$ cat src/rtl/txr_pkg.sv
package txr_pkg;

    typedef enum logic [3:0] {
        S_IDLE, S_RD0, S_W0, S_W1, S_FETCH, S_FWAIT, S_STREAM, S_WB1, S_WB0, S_HALT
    } txr_state_e;

    typedef struct packed {
        logic [1:0] retries;
        logic       abort;
        logic       nocarrier;
        logic       late;
        logic       underflow;
    } txr_outcome_t;

    localparam int OWN_BIT   = 31;
    localparam int ERR_BIT   = 30;
    localparam int MULTI_BIT = 28;
    localparam int ONCE_BIT  = 27;

    localparam int ST_ABORT  = 10;
    localparam int ST_CARR   = 11;
    localparam int ST_LATE   = 12;
    localparam int ST_UFLOW  = 14;

endpackage

$ cat src/rtl/txr_poll_timer.sv
module txr_poll_timer #(
    parameter int POLL_CYCLES = 200
) (
    input  logic clk,
    input  logic rst_n,
    input  logic run,
    output logic fire
);
    localparam int CW = (POLL_CYCLES > 1) ? $clog2(POLL_CYCLES) : 1;
    localparam logic [CW-1:0] LAST = CW'(POLL_CYCLES - 1);

    logic [CW-1:0] cnt_d, cnt_q;

    always_comb begin
        fire  = run && (cnt_q == LAST);
        cnt_d = cnt_q;
        if (!run || fire) begin
            cnt_d = '0;
        end else begin
            cnt_d = cnt_q + 1'b1;
        end
    end

    always_ff @(posedge clk or negedge rst_n) begin
        if (!rst_n) begin
            cnt_q <= '0;
        end else begin
            cnt_q <= cnt_d;
        end
    end
endmodule

$ cat src/rtl/txr_ring_addr.sv
module txr_ring_addr #(
    parameter int BUF_AW   = 24,
    parameter int MAX_LOG2 = 7
) (
    input  logic [31:0]          ring_ptr,
    input  logic [MAX_LOG2-1:0]  idx,
    output logic [BUF_AW-3:0]    desc_addr,
    output logic [MAX_LOG2-1:0]  idx_next
);
    localparam int IDX_W = MAX_LOG2;
    localparam int MW    = BUF_AW - 2;

    logic [2:0]       lg;
    logic [2:0]       eff;
    logic [IDX_W:0]   span;
    logic [IDX_W-1:0] mask;

    always_comb begin
        lg   = ring_ptr[31:29];
        eff  = (int'(lg) > MAX_LOG2) ? 3'(MAX_LOG2) : lg;
        span = (IDX_W+1)'(1) << eff;
        mask = IDX_W'(span - 1'b1);
        idx_next  = (idx + 1'b1) & mask;
        desc_addr = ring_ptr[BUF_AW-1:2] + MW'({idx, 1'b0});
    end
endmodule

$ cat src/rtl/txr_wb_pack.sv
module txr_wb_pack
    import txr_pkg::*;
(
    input  logic [31:0]  w0_in,
    input  logic [15:0]  cnt_field,
    input  txr_outcome_t outc,
    output logic [31:0]  wb0,
    output logic [31:0]  wb1
);
    logic any_err;

    always_comb begin
        any_err = outc.abort | outc.nocarrier | outc.late | outc.underflow;
        wb0 = w0_in;
        wb0[OWN_BIT]   = 1'b0;
        wb0[ERR_BIT]   = any_err;
        wb0[MULTI_BIT] = !any_err && (outc.retries >= 2'd2);
        wb0[ONCE_BIT]  = !any_err && (outc.retries == 2'd1);
        wb1 = {cnt_field, 16'h0000};
        wb1[ST_ABORT] = outc.abort;
        wb1[ST_CARR]  = outc.nocarrier;
        wb1[ST_LATE]  = outc.late;
        wb1[ST_UFLOW] = outc.underflow;
    end
endmodule

$ cat src/rtl/txr_engine.sv
module txr_engine
    import txr_pkg::*;
#(
    parameter int BUF_AW      = 24,
    parameter int MAX_LOG2    = 7,
    parameter int POLL_CYCLES = 200
) (
    input  logic                 clk,
    input  logic                 rst_n,
    input  logic [31:0]          ring_ptr,
    input  logic                 tx_demand,
    input  logic                 tx_restart,
    output logic                 mem_req,
    output logic                 mem_we,
    output logic [BUF_AW-3:0]    mem_addr,
    output logic [31:0]          mem_wdata,
    input  logic [31:0]          mem_rdata,
    output logic [7:0]           tx_data,
    output logic                 tx_valid,
    input  logic                 tx_ready,
    output logic                 tx_last,
    input  logic [1:0]           tx_retries,
    input  logic                 tx_err_abort,
    input  logic                 tx_err_nocarrier,
    input  logic                 tx_err_late,
    input  logic                 tx_err_underflow,
    output logic                 tx_int,
    input  logic                 int_ack,
    output logic                 tx_halted,
    output logic [MAX_LOG2-1:0]  cur_index
);
    localparam int MW    = BUF_AW - 2;
    localparam int IDX_W = MAX_LOG2;
    localparam int LEN_W = 16;

    typedef struct packed {
        txr_state_e        state;
        logic [IDX_W-1:0]  idx;
        logic [31:0]       w0;
        logic [LEN_W-1:0]  cnt_field;
        logic [LEN_W-1:0]  remain;
        logic [BUF_AW-1:0] baddr;
        logic [31:0]       word;
        txr_outcome_t      outc;
        logic              irq;
    } regs_t;

    regs_t r_q, r_d;

    logic [MW-1:0]    desc_addr;
    logic [IDX_W-1:0] idx_next;
    logic             poll_fire;
    logic [31:0]      wb0, wb1;
    txr_outcome_t     side;
    logic [31:0]      lane_shift;

    txr_ring_addr #(.BUF_AW(BUF_AW), .MAX_LOG2(MAX_LOG2)) addr_i (
        .ring_ptr  (ring_ptr),
        .idx       (r_q.idx),
        .desc_addr (desc_addr),
        .idx_next  (idx_next)
    );

    txr_poll_timer #(.POLL_CYCLES(POLL_CYCLES)) poll_i (
        .clk   (clk),
        .rst_n (rst_n),
        .run   (r_q.state == S_IDLE),
        .fire  (poll_fire)
    );

    txr_wb_pack pack_i (
        .w0_in     (r_q.w0),
        .cnt_field (r_q.cnt_field),
        .outc      (r_q.outc),
        .wb0       (wb0),
        .wb1       (wb1)
    );

    always_comb begin
        side.retries   = tx_retries;
        side.abort     = tx_err_abort;
        side.nocarrier = tx_err_nocarrier;
        side.late      = tx_err_late;
        side.underflow = tx_err_underflow;
    end

    always_comb begin
        r_d       = r_q;
        mem_req   = 1'b0;
        mem_we    = 1'b0;
        mem_addr  = desc_addr;
        mem_wdata = '0;
        tx_valid  = 1'b0;
        if (int_ack) begin
            r_d.irq = 1'b0;
        end
        case (r_q.state)
            S_IDLE: begin
                if (tx_demand || poll_fire) begin
                    r_d.state = S_RD0;
                end
            end
            S_RD0: begin
                mem_req   = 1'b1;
                r_d.state = S_W0;
            end
            S_W0: begin
                if (!mem_rdata[OWN_BIT]) begin
                    r_d.state = S_IDLE;
                end else begin
                    r_d.w0    = mem_rdata;
                    mem_req   = 1'b1;
                    mem_addr  = desc_addr + MW'(1);
                    r_d.state = S_W1;
                end
            end
            S_W1: begin
                r_d.cnt_field = mem_rdata[31:16];
                r_d.remain    = LEN_W'(~mem_rdata[31:16] + 16'd1);
                r_d.baddr     = r_q.w0[BUF_AW-1:0];
                if (mem_rdata[31:16] == 16'd0) begin
                    r_d.outc  = side;
                    r_d.state = S_WB1;
                end else begin
                    r_d.state = S_FETCH;
                end
            end
            S_FETCH: begin
                mem_req   = 1'b1;
                mem_addr  = r_q.baddr[BUF_AW-1:2];
                r_d.state = S_FWAIT;
            end
            S_FWAIT: begin
                r_d.word  = mem_rdata;
                r_d.state = S_STREAM;
            end
            S_STREAM: begin
                tx_valid = 1'b1;
                if (tx_ready) begin
                    r_d.remain = r_q.remain - 1'b1;
                    r_d.baddr  = r_q.baddr + 1'b1;
                    if (r_q.remain == LEN_W'(1)) begin
                        r_d.outc  = side;
                        r_d.state = S_WB1;
                    end else if (r_q.baddr[1:0] == 2'b11) begin
                        r_d.state = S_FETCH;
                    end
                end
            end
            S_WB1: begin
                mem_req   = 1'b1;
                mem_we    = 1'b1;
                mem_addr  = desc_addr + MW'(1);
                mem_wdata = wb1;
                r_d.state = S_WB0;
            end
            S_WB0: begin
                mem_req   = 1'b1;
                mem_we    = 1'b1;
                mem_wdata = wb0;
                r_d.irq   = 1'b1;
                r_d.idx   = idx_next;
                r_d.state = r_q.outc.underflow ? S_HALT : S_RD0;
            end
            S_HALT: begin
                if (tx_restart) begin
                    r_d.state = S_RD0;
                end
            end
            default: r_d.state = S_IDLE;
        endcase
    end

    always_ff @(posedge clk or negedge rst_n) begin
        if (!rst_n) begin
            r_q <= '{state: S_IDLE, outc: '0, default: '0};
        end else begin
            r_q <= r_d;
        end
    end

    always_comb begin
        lane_shift = r_q.word >> {r_q.baddr[1:0], 3'b000};
        tx_data    = lane_shift[7:0];
        tx_last    = (r_q.state == S_STREAM) && (r_q.remain == LEN_W'(1));
        tx_int     = r_q.irq;
        tx_halted  = (r_q.state == S_HALT);
        cur_index  = r_q.idx;
    end
endmodule

$ cat config.mk
export PLATFORM = sky130hd
export DESIGN_NAME = txr_engine
export DESIGN_NICKNAME = d
export VERILOG_FILES = /design/src/rtl/txr_pkg.sv /design/src/rtl/txr_poll_timer.sv /design/src/rtl/txr_ring_addr.sv /design/src/rtl/txr_wb_pack.sv /design/src/rtl/txr_engine.sv
export SDC_FILE = /design/constraint.sdc
export NUM_CORES = 1
export LEC_CHECK = 0
export CAP_MARGIN = 15
export CORE_AREA = 2 2 176 178
export CTS_CLUSTER_SIZE = 16
export DETAILED_ROUTE_END_ITERATION = 10
export DIE_AREA = 0 0 178 180
export DONT_BUFFER_PORTS = 1
export HOLD_SLACK_MARGIN = 0.08
export PLACE_DENSITY_LB_ADDON = 0.08
export SYNTH_ARGS = -nofsm -noshare
export SYNTH_HDL_FRONTEND = slang
export SYNTH_SLANG_ARGS = --single-unit
export TNS_END_PERCENT = 5
$ cat constraint.sdc
create_clock -name clk -period 15.2 [get_ports clk]
set_input_delay 3.8 -clock clk [delete_from_list [all_inputs] [get_ports clk]]
set_output_delay 3.8 -clock clk [all_outputs]
set_load 0.02 [all_outputs]
==> qor.yml, run 1 <==
placed_design:
  dp_hpwl_mm: 21.5
  port-buffer-count: 0
  place_congestion: 0.814
  place_ws_ps: 4050
grt:
  antenna_found_initial: 2
  track_usage_pct: 19.3
  grt_overflow: 0
  grt_pass1_vias: 7452
  grt_max_degree: 143
  grt_pass1_wl_mm: 46.9
clocking:
  cts_buffers: 17
  ctsLongestPathBuffers: 2
  clock_sink_count: 142
  clkLatencyLatePin_ps: 440
  clk_pin_slew_ps: 60
  cts_setup_buffers: 0
  cts_hold_buffers: 0
  cts_tree: "done"
  cts_max_level: 4
  cts_resized: 0
  root_buffer: "clkbuf_16"
yosys:
  yosysWarnings: 0
  synth_area_per_cell_um2: 8.96
  synth-edff-count: 0
  synth_seq_cells: 142
  yosys-top-cells-area: "dfrtp_1 40%, mux2_2 7.9%, nand2_1 4.7%"
  yosysTopAreaCell: "dfrtp_1"
  synth_async_sr_flop_share_pct: 100
  synth_top_cell_area_share_pct: 39.7
  syn-num-nets: 1090
  synthCells: 999
  synthesis.area_mm2: 0.00895
  ys_types: 79
  ys_seq_area_share_pct: 39.7
  synthFlopType: "dfrtp_1"
timing:
  skew_ps: 15.3
  finalCritPeriodShare_pct: 73.5
  min_period_ps: 11170
  fmax_ghz: 0.0895
  tightest_slew_ps: 1050
  hold_slack_ps: 451
  setup_violations: 0
  finalSetupTns_ps: 0
  finalHoldViolations: 0
  layout_setup_ws_ps: 4030
  rsz0062_at_grt: "no"
  drv_slew: 0
  max-slew-margin-rel_pct: 30.3
job:
  cap_violations: 0
pwr:
  combPwrFrac_pct: 41.7
  total_power_w: 0.00207
  power_density_mw_per_mm2: 209
  peakVddDrop_v: 0.0000730
  p_seq_share_pct: 37.2
  switching_power_w: 0.000927
  clockPowerShare_pct: 21.2
  cell_internal_pwr_w: 0.00115
  switching_share_pct: 44.7
  p_leak_nw: 3.95
layout:
  drive_above_1_share_pct: 14.4
  nets: 1054
  area_growth_pct: 10.5
  n_antenna_cell: 0
worst_setup_path:
  worstPathCellList: "ha_1 -> inv_1 -> fa_1 -> nand2b_1 -> a21boi_1 -> nor3_1 -> nor4_1 -> or4b_1 -> or4_4 -> o31a_1 -> o31ai_1"
  arrival_ps: 7370
  end_kind: "primary output"
  cp-start-kind: "primary input"
  path_max_fanout: 7
  critical_path_class: "in2out"
  critPathRequiredTime_ps: 11400
  reg2regPathDepth: 10
  slowest_stage: "or4b_1"
  regToRegEndpoint: "r_q[66]"
  rrSetupSlack_ps: 11870
  worstReg2RegStart: "r_q[135]"
  critPathMaxStageDelay_ps: 610
drt:
  drt_iter0_drc: 457
  wl_per_cell_um: 22.0
  first_pass_iters: 4
  routed_wl_mm: 30.2
  num_vias: 7458
  antenna_left: 0
  viasPerCell: 5.44
  drcViolationCount: 0
hold_path:
  hold_class: "reg2reg"
  hp-start: "poll_i.cnt_q[0]"
  min_to: "poll_i.cnt_q[0]"
  hold_depth: 1
floorplanning:
  rows: 64
  die_h_um: 180
  num_io_pins: 151
  initial_core_util_pct: 29.7
  die_area_mm2: 0.0320
  die_x_um: 178
  core_mm2: 0.0302
outcome:
  status: "completed"
## flip-flops by register name, indices dropped and copies added (netlist names)
| signal | count |
|---|---|
| cur_index | 7 |
| r_q | 126 |
| poll_i.cnt_q | 8 |
| tx_int | 1 |
## worst max-delay path, delay by kind of cell
| kind | cells | cell delay (ps) |
|---|---|---|
| adder cells (fa/ha/maj) | 2 | 570 |
| AND/OR/NAND/NOR | 5 | 1730 |
| AO/OA/AOI/OAI | 3 | 1200 |
| buffers and inverters | 1 | 60 |
## stage by stage
stage | instances | cell area, µm² | utilization (%)
floorplan | 999 | 8950 | -
global placement | 1339 | 9290 | 30.8
detailed placement | 1339 | 9290 | 30.8
CTS | 1371 | 9890 | 32.8
global route | 1372 | 9900 | 32.8
finish | 1372 | 9900 | 32.8
## how the worst max path moves through the flow
stage | slack (ps) | start | cells after the start | end
4_1_cts | 4020 | ring_ptr[3] | 11 | mem_addr[21]
5_1_grt | 3800 | ring_ptr[3] | 11 | mem_addr[21]
3_3_place_gp | 4040 | ring_ptr[3] | 11 | mem_addr[21]
6_report | 4030 | ring_ptr[3] | 11 | mem_addr[21]
3_5_place_dp | 4050 | ring_ptr[3] | 11 | mem_addr[21]
2_1_floorplan | 4400 | ring_ptr[3] | 12 | mem_addr[21]
## cells in the final DEF (no fill, tap or decap), types with 9 or more instances in the layout
| master | count |
|---|---|
| ha_1 | 14 |
| nor2_1 | 76 |
| inv_1 | 21 |
| o22ai_1 | 16 |
| buf_4 | 10 |
| clkbuf_16 | 17 |
| a21oi_1 | 75 |
| and2_1 | 19 |
| and3_1 | 15 |
| mux2_2 | 63 |
| nor4_1 | 10 |
| nor3_1 | 27 |
| nand3_1 | 39 |
| a22o_1 | 22 |
| o21ai_0 | 74 |
| nand2b_1 | 12 |
| nand2_1 | 111 |
| dfrtp_1 | 142 |
| xor2_1 | 17 |
| nand4_1 | 9 |
| xnor2_1 | 20 |
## cells in the mapped netlist (14+ instances only)
master / instances
nand3_1: 40
a21oi_1: 76
nor3_1: 30
and3_1: 15
o22ai_1: 16
dfrtp_1: 142
mux2_2: 63
ha_1: 14
a22o_1: 22
inv_1: 21
xor2_1: 17
xnor2_1: 20
nor2_1: 78
and2_1: 19
clkbuf_1: 48
nand2_1: 111
o21ai_0: 74
## power by group through the flow
stage,clock [W],combinational (W),sequential [W]
floorplan,0,0.000741,0.000656
global placement,0,0.000863,0.000782
detailed placement,0,0.000869,0.000779
CTS,0.000453,0.000872,0.000774
global route,0.000468,0.000964,0.000800
finish,0.000439,0.000864,0.000771
## area by class of cell
cell class / count / area, µm²
fill: 3197 / 20300
multi-input combinational: 769 / 5080
sequential: 142 / 3550
tap: 396 / 495
clock buffer: 19 / 453
clock inverter: 13 / 154
inverter: 22 / 82.6
timing repair buffer: 11 / 80.1
## kinds of logic (layout without fill, tap and decap cells)
group           after synthesis  after routing  synth area share (%)
simple gates                369            369                  20.3
compound gates              269            269                  19.3
flops                       142            142                  39.7
buf+inv                      88             65                  4.04
mux                          78             78                  10.7
xor+xnor                     38             38                  3.80
fa+ha+maj                    15             15                  2.18
## layer usage
metal  up-vias  share of wire (%)  track usage, %  wire length (µm)
li1       3571                  -               -                 -
met1      3712                 46            25.9             14000
met2       152                 46            30.6             14000
met3        23                6.1            5.52              1860
met4         0                1.3            4.49               405
met5         -                  0               0                 0
(Power assumes the default switching activity.)
==> inputs of run 2 (changes only) <==
--- a/config.mk
+++ b/config.mk
@@ -5,11 +5,12 @@
 export SDC_FILE = /design/constraint.sdc
 export NUM_CORES = 1
 export LEC_CHECK = 0
+export ABC_AREA = 1
 export CAP_MARGIN = 15
-export CORE_AREA = 2 2 176 178
+export CORE_AREA = 2 2 182 184
 export CTS_CLUSTER_SIZE = 16
 export DETAILED_ROUTE_END_ITERATION = 10
-export DIE_AREA = 0 0 178 180
+export DIE_AREA = 0 0 184 186
 export DONT_BUFFER_PORTS = 1
 export HOLD_SLACK_MARGIN = 0.08
 export PLACE_DENSITY_LB_ADDON = 0.08
==> constraint.sdc (replaced) <==
create_clock -name clk -period 9 [get_ports clk]
set_input_delay 2.25 -clock clk [delete_from_list [all_inputs] [get_ports clk]]
set_output_delay 2.25 -clock clk [all_outputs]
set_load 0.02 [all_outputs]
==> run 2 against run 1 <==
Clock power rose by 57%. Synthesized area rose by 6.7%. Hold slack improved by 14 ps. Critical path depth rose by 5. Via count rose by 16%. First-iteration DRC count rose by 4.4%. Cell count rose by 27%. Sequential power rose by 56%. Synthesized cell count rose by 36%.
==> qor.yml, run 2 <==
layout:
  largest_register: "r_q"
  final_common_cell: "nand2_1"
  n_antenna_cell: 0
  nets: 1419
  final_area_mm2: 0.0104
  final_cell_mix: "320 x nand2_1, 175 x inv_1, 168 x o21ai_0"
  largest_register_ffs: 126
  area_growth_pct: 9.03
  finalNonFillerCells: 1747
  post-route-util_pct: 32.4
  drive_above_1_share_pct: 8.89
drt:
  viasPerCell: 4.97
  top_layer: "met5"
  num_vias: 8688
  m1WireLength_mm: 15.5
  routed-wl-met3_mm: 1.42
  routed_wl_mm: 31.5
  first_pass_iters: 5
  drcViolationCount: 0
  antenna_left: 0
  wl_per_cell_um: 18.0
  drt_iter0_drc: 477
  dr_wl_met2_mm: 14.0
timing:
  hold_slack_ps: 465
  tightest_slew_ps: 1040
  drv_slew: 0
  skew_ps: 9.81
  max-slew-margin-rel_pct: 30.1
  finalCritPeriodShare_pct: 77.9
  min_period_ps: 7010
  finalSetupTns_ps: 0
  fmax_ghz: 0.143
  rsz0062_at_grt: "no"
  setup_violations: 0
  finalHoldViolations: 0
yosys:
  synth_area_per_cell_um2: 7.03
  ys_types: 52
  yosysMostFrequentCell: "nand2_1"
  yosysWarnings: 0
  synth_seq_cells: 142
  ys_seq_area_share_pct: 37.2
  synthTopCellsByCount: "323 x nand2_1, 175 x inv_1, 168 x o21ai_0"
  syn-num-nets: 1451
  synthesis.area_mm2: 0.00956
  synthCells: 1360
  synth_top_cell_area_share_pct: 37.2
  synthFlopType: "dfrtp_1"
  yosysTopAreaCell: "dfrtp_1"
  yosys-top-cells-area: "dfrtp_1 37%, nand2_1 13%, o21ai_0 8.8%"
  synth-edff-count: 0
  synth_async_sr_flop_share_pct: 100
grt:
  antenna_found_initial: 1
  track_usage_pct: 19.1
  grt_max_degree: 143
  grt_pass1_vias: 8498
  grt_pass1_wl_mm: 50.2
  grt_overflow: 0
pwr:
  peakVddDrop_v: 0.000122
  p_seq_share_pct: 35.9
  p_leak_nw: 4.89
  switching_power_w: 0.00159
  clockPowerShare_pct: 20.7
  combPwrFrac_pct: 43.3
  switching_share_pct: 47.8
  power_density_mw_per_mm2: 320
  cell_internal_pwr_w: 0.00174
worst_setup_path:
  critPathMaxStageDelay_ps: 390
  cp-start-kind: "primary input"
  crit_family: "simple AND/OR/NAND/NOR gates"
  arrival_ps: 4760
  critical_path_class: "in2out"
  path_common_cell: "nand2_1"
  critPathRequiredTime_ps: 6750
  rrSetupSlack_ps: 5560
  path_max_fanout: 10
  worstPathCellList: "ha_1 -> inv_1 -> fa_1 -> inv_1 -> nand2_1 -> nand2_1 -> nand3_4 -> nand2_4 -> nand4_1 -> nand2_1 -> nand3_1 -> nor2_1 -> nand2_1 -> nand2_1 -> nand3_1 -> a21oi_2"
  crit_buf_inv: 2
  slowest_stage: "fa_1"
  end_kind: "primary output"
clocking:
  ctsLongestPathBuffers: 2
  clk_pin_slew_ps: 60
  cts_max_level: 4
  root_buffer: "clkbuf_16"
  cts_buffers: 17
  cts_resized: 0
  cts_hold_buffers: 0
  cts_tree: "done"
  cts_setup_buffers: 0
  clock_sink_count: 142
  clkLatencyLatePin_ps: 430
floorplanning:
  die_area_mm2: 0.0342
  initial_core_util_pct: 29.7
  core_mm2: 0.0322
  die_h_um: 186
  num_io_pins: 151
  die_x_um: 184
  rows: 66
placed_design:
  placed_cells: 1717
  placed_cell_area_mm2: 0.00985
  port-buffer-count: 0
  place_congestion: 0.835
  dp_hpwl_mm: 23.8
job:
  cap_violations: 0
hold_path:
  hold_class: "reg2reg"
outcome:
  status: "completed"
[run 2: cell count changes in the layout (fill, tap and decap cells not counted), sizes merged, moves of 9 or more]
cell,previous run,this run
a21oi,76,34
and2,19,2
and3,15,3
inv,28,186
mux2,63,0
nand2,112,341
nand2b,12,0
nand3,40,86
nand4,10,19
nor2,78,153
nor3,30,20
o21ai,74,178
o221ai,0,10
xnor2,20,1
[run 2: final timing paths]
| check | to | startpoint | cells past startpoint |
|---|---|---|---|
| worst min register to register | poll_i.cnt_q[0] | poll_i.cnt_q[0] | 1 |
| worst min-delay path | poll_i.cnt_q[0] | poll_i.cnt_q[0] | 1 |
| worst max register to register | r_q[76] | r_q[136] | 9 |
| worst max-delay path | mem_addr[21] | ring_ptr[3] | 16 |
| min in group asynchronous | cur_index[5] | rst_n | 0 |
| max in group asynchronous | r_q[64] | rst_n | 0 |
[run 2: area by class of cell]
| class | instances | area, µm² |
|---|---|---|
| Fill cell | 3584 | 21800 |
| Multi-Input combinational cell | 975 | 5050 |
| Sequential cell | 142 | 3550 |
| Inverter | 187 | 702 |
| Tap cell | 408 | 510 |
| Clock buffer | 21 | 480 |
| Clock inverter | 9 | 87.6 |
| Timing Repair Buffer | 5 | 37.5 |
[run 2: stage by stage]
| stage | total power, W | worst slack [ps] |
|---|---|---|
| after detailed placement | 0.00266 | 1980 |
| after CTS | 0.00336 | 1980 |
| final | 0.00333 | 1990 |
| after global routing | 0.00363 | 1750 |
| after floorplan | 0.00226 | 2410 |
| after global placement | 0.00265 | 2020 |
[run 2: power by group through the flow]
stage	clock network [W]	logic [W]	registers (W)
after floorplan	0	0.00118	0.00108
after global placement	0	0.00144	0.00121
after detailed placement	0	0.00145	0.00121
after CTS	0.000708	0.00145	0.00120
after global routing	0.000736	0.00166	0.00124
final	0.000690	0.00144	0.00120
[run 2: metal layers]
layer / up-vias / track usage (%)
met5: - / 0
met4: 2 / 5.09
met3: 33 / 3.76
met2: 173 / 29.8
met1: 4100 / 26.9
li1: 4380 / -
[run 2: cell families (layout without fill, tap and decap cells)]
| family | count (synthesis) | in the layout | share of synthesized area, % |
|---|---|---|---|
| flip-flops | 142 | 142 | 37.2 |
| AO/OA/AOI/OAI | 290 | 290 | 17.7 |
| buffers and inverters | 243 | 222 | 10.1 |
| XOR/XNOR | 25 | 25 | 2.29 |
| adder cells (fa/ha/maj) | 15 | 15 | 2.04 |
| AND/OR/NAND/NOR | 645 | 645 | 30.7 |
==> inputs of run 3 (changes only) <==
==> constraint.sdc (replaced) <==
create_clock -name clk -period 7.2 [get_ports clk]
set_input_delay 1.8 -clock clk [delete_from_list [all_inputs] [get_ports clk]]
set_output_delay 1.8 -clock clk [all_outputs]
set_load 0.02 [all_outputs]
==> run 3 against run 2 <==
Sequential power grew 25%. Worst setup slack got worse by 850 ps. Global-route usage hardly changed. Register-to-register slack got worse by 1500 ps. Total power rose by 27%. First-iteration DRC count increased by 14%. Cell area rose by 0.62%. Routed wire length rose by 0.62%. Clock power up 37%. Sequential share of layout area down 0.21 points. Largest power group unchanged. Highest routed layer is now met4.
==> qor.yml, run 3 (synthesis gave the netlist of run 2 again) <==
pwr:
  switching_power_w: 0.00200
  cell_internal_pwr_w: 0.00225
  clockPowerShare_pct: 22.2
  combPwrFrac_pct: 42.4
  p_seq_share_pct: 35.3
  switching_share_pct: 47.0
  peakVddDrop_v: 0.000155
  power_density_mw_per_mm2: 405
  p_leak_nw: 4.94
  total_power_w: 0.00425
clocking:
  clkLatencyLatePin_ps: 430
  cts_setup_buffers: 0
  cts_max_level: 4
  root_buffer: "clkbuf_16"
  clk_pin_slew_ps: 60
  clock_sink_count: 142
  cts_tree: "done"
  cts_hold_buffers: 0
  cts_buffers: 17
  cts_resized: 0
  ctsLongestPathBuffers: 2
drt:
  first_pass_iters: 5
  antenna_left: 0
  wl_per_cell_um: 18.1
  drt_iter0_drc: 544
  num_vias: 8624
  viasPerCell: 4.93
  drcViolationCount: 0
  routed_wl_mm: 31.7
floorplanning:
  die_h_um: 186
  core_mm2: 0.0322
  num_io_pins: 151
  rows: 66
  die_x_um: 184
  die_area_mm2: 0.0342
  initial_core_util_pct: 29.7
placed_design:
  dp_hpwl_mm: 23.7
  port-buffer-count: 0
  place_congestion: 0.838
  placed_cells: 1719
grt:
  grt_pass1_vias: 8456
  antenna_found_initial: 0
  track_usage_pct: 19.1
  grt_pass1_wl_mm: 50.3
  grt_max_degree: 143
  grt_overflow: 0
worst_setup_path:
  cp-start-kind: "primary input"
  critical_path_class: "in2out"
  critPathRequiredTime_ps: 5400
  end_kind: "primary output"
  arrival_ps: 4260
  path_max_fanout: 4
timing:
  setup_violations: 0
  rsz0062_at_grt: "no"
  tightest_slew_ps: 1070
  finalCritPeriodShare_pct: 84.2
  finalHoldViolations: 0
  hold_slack_ps: 463
  finalSetupTns_ps: 0
  min_period_ps: 6060
  skew_ps: 8.71
  fmax_ghz: 0.165
  drv_slew: 0
  max-slew-margin-rel_pct: 28.6
hold_path:
  hold_class: "reg2reg"
layout:
  final_common_cell: "nand2_1"
  finalNonFillerCells: 1751
  drive_above_1_share_pct: 9.08
  area_growth_pct: 9.71
  n_antenna_cell: 0
  nets: 1421
  final_cell_mix: "320 x nand2_1, 175 x inv_1, 168 x o21ai_0"
  largest_register: "r_q"
  largest_register_ffs: 126
  post-route-util_pct: 32.6
outcome:
  status: "completed"
job:
  cap_violations: 0
==> run 3: changes by cell type in the layout (fill, tap and decap cells not counted) <==
| cell | delta |
|---|---|
| clkbuf_1 | +1 |
| clkinv_2 | +2 |
| buf_4 | +2 |
| clkinv_4 | -2 |
| clkinvlp_4 | -2 |
| bufinv_16 | +2 |
| inv_6 | +1 |
==> run 3: power by group through the flow <==
stage          Combinational [W]  Clock [W]  Sequential [W]
2_1_floorplan            0.00147          0         0.00135
3_3_place_gp             0.00180          0         0.00151
3_5_place_dp             0.00182          0         0.00151
4_1_cts                  0.00182   0.000972         0.00150
5_1_grt                  0.00206   0.000998         0.00155
6_report                 0.00180   0.000944         0.00150
==> run 3: final cells by class <==
class                   count  area, µm²
well taps                 408        510
multi-input cells         975       5050
fillers                  3542      21700
clock buffers              22        484
flip-flops and latches    142       3550
inverters                 187        702
clock inverters            10        134
repair buffers              7       52.6
==> run 3: worst max-delay path: stages <==
cell     delay, ps
ha_1           250
inv_1           80
fa_1           390
inv_1          140
nand3_1        130
nand2_1        180
nand2_1         90
nand3_1         80
nand2_1         90
nor2_1         110
nand2_1         90
nor2_2         160
nand2_1        100
nor2_1         150
nand3_1         90
nand2_1         60
nand4_1        250
==> run 3: worst paths after layout <==
| path | startpoint | end | slack, ps | depth (start not counted) |
|---|---|---|---|---|
| worst max-delay path | ring_ptr[3] | mem_addr[19] | 1140 | 17 |
| worst min-delay path | poll_i.cnt_q[0] | poll_i.cnt_q[0] | 460 | 1 |
| worst max register to register | r_q[136] | r_q[6] | 4090 | 9 |
| worst min register to register | poll_i.cnt_q[0] | poll_i.cnt_q[0] | 460 | 1 |
| max in group asynchronous | rst_n | r_q[28] | 5860 | 0 |
| min in group asynchronous | rst_n | tx_int | 1080 | 0 |
==> run 3: layer usage <==
metal	share of wire [%]	vias up	global-route usage [%]
met1	49	4047	26.9
met5	0	-	0
met4	1.2	0	4.29
met2	45	152	30.1
li1	-	4402	-
met3	4.5	23	3.85
==> run 3: per-stage QoR <==
step / worst slack (ps) / area (µm²)
after floorplan: 1510 / 9560
after global placement: 1110 / 9870
after CTS: 1110 / 10500
after global routing: 810 / 10500
final: 1140 / 10500
after detailed placement: 1130 / 9870
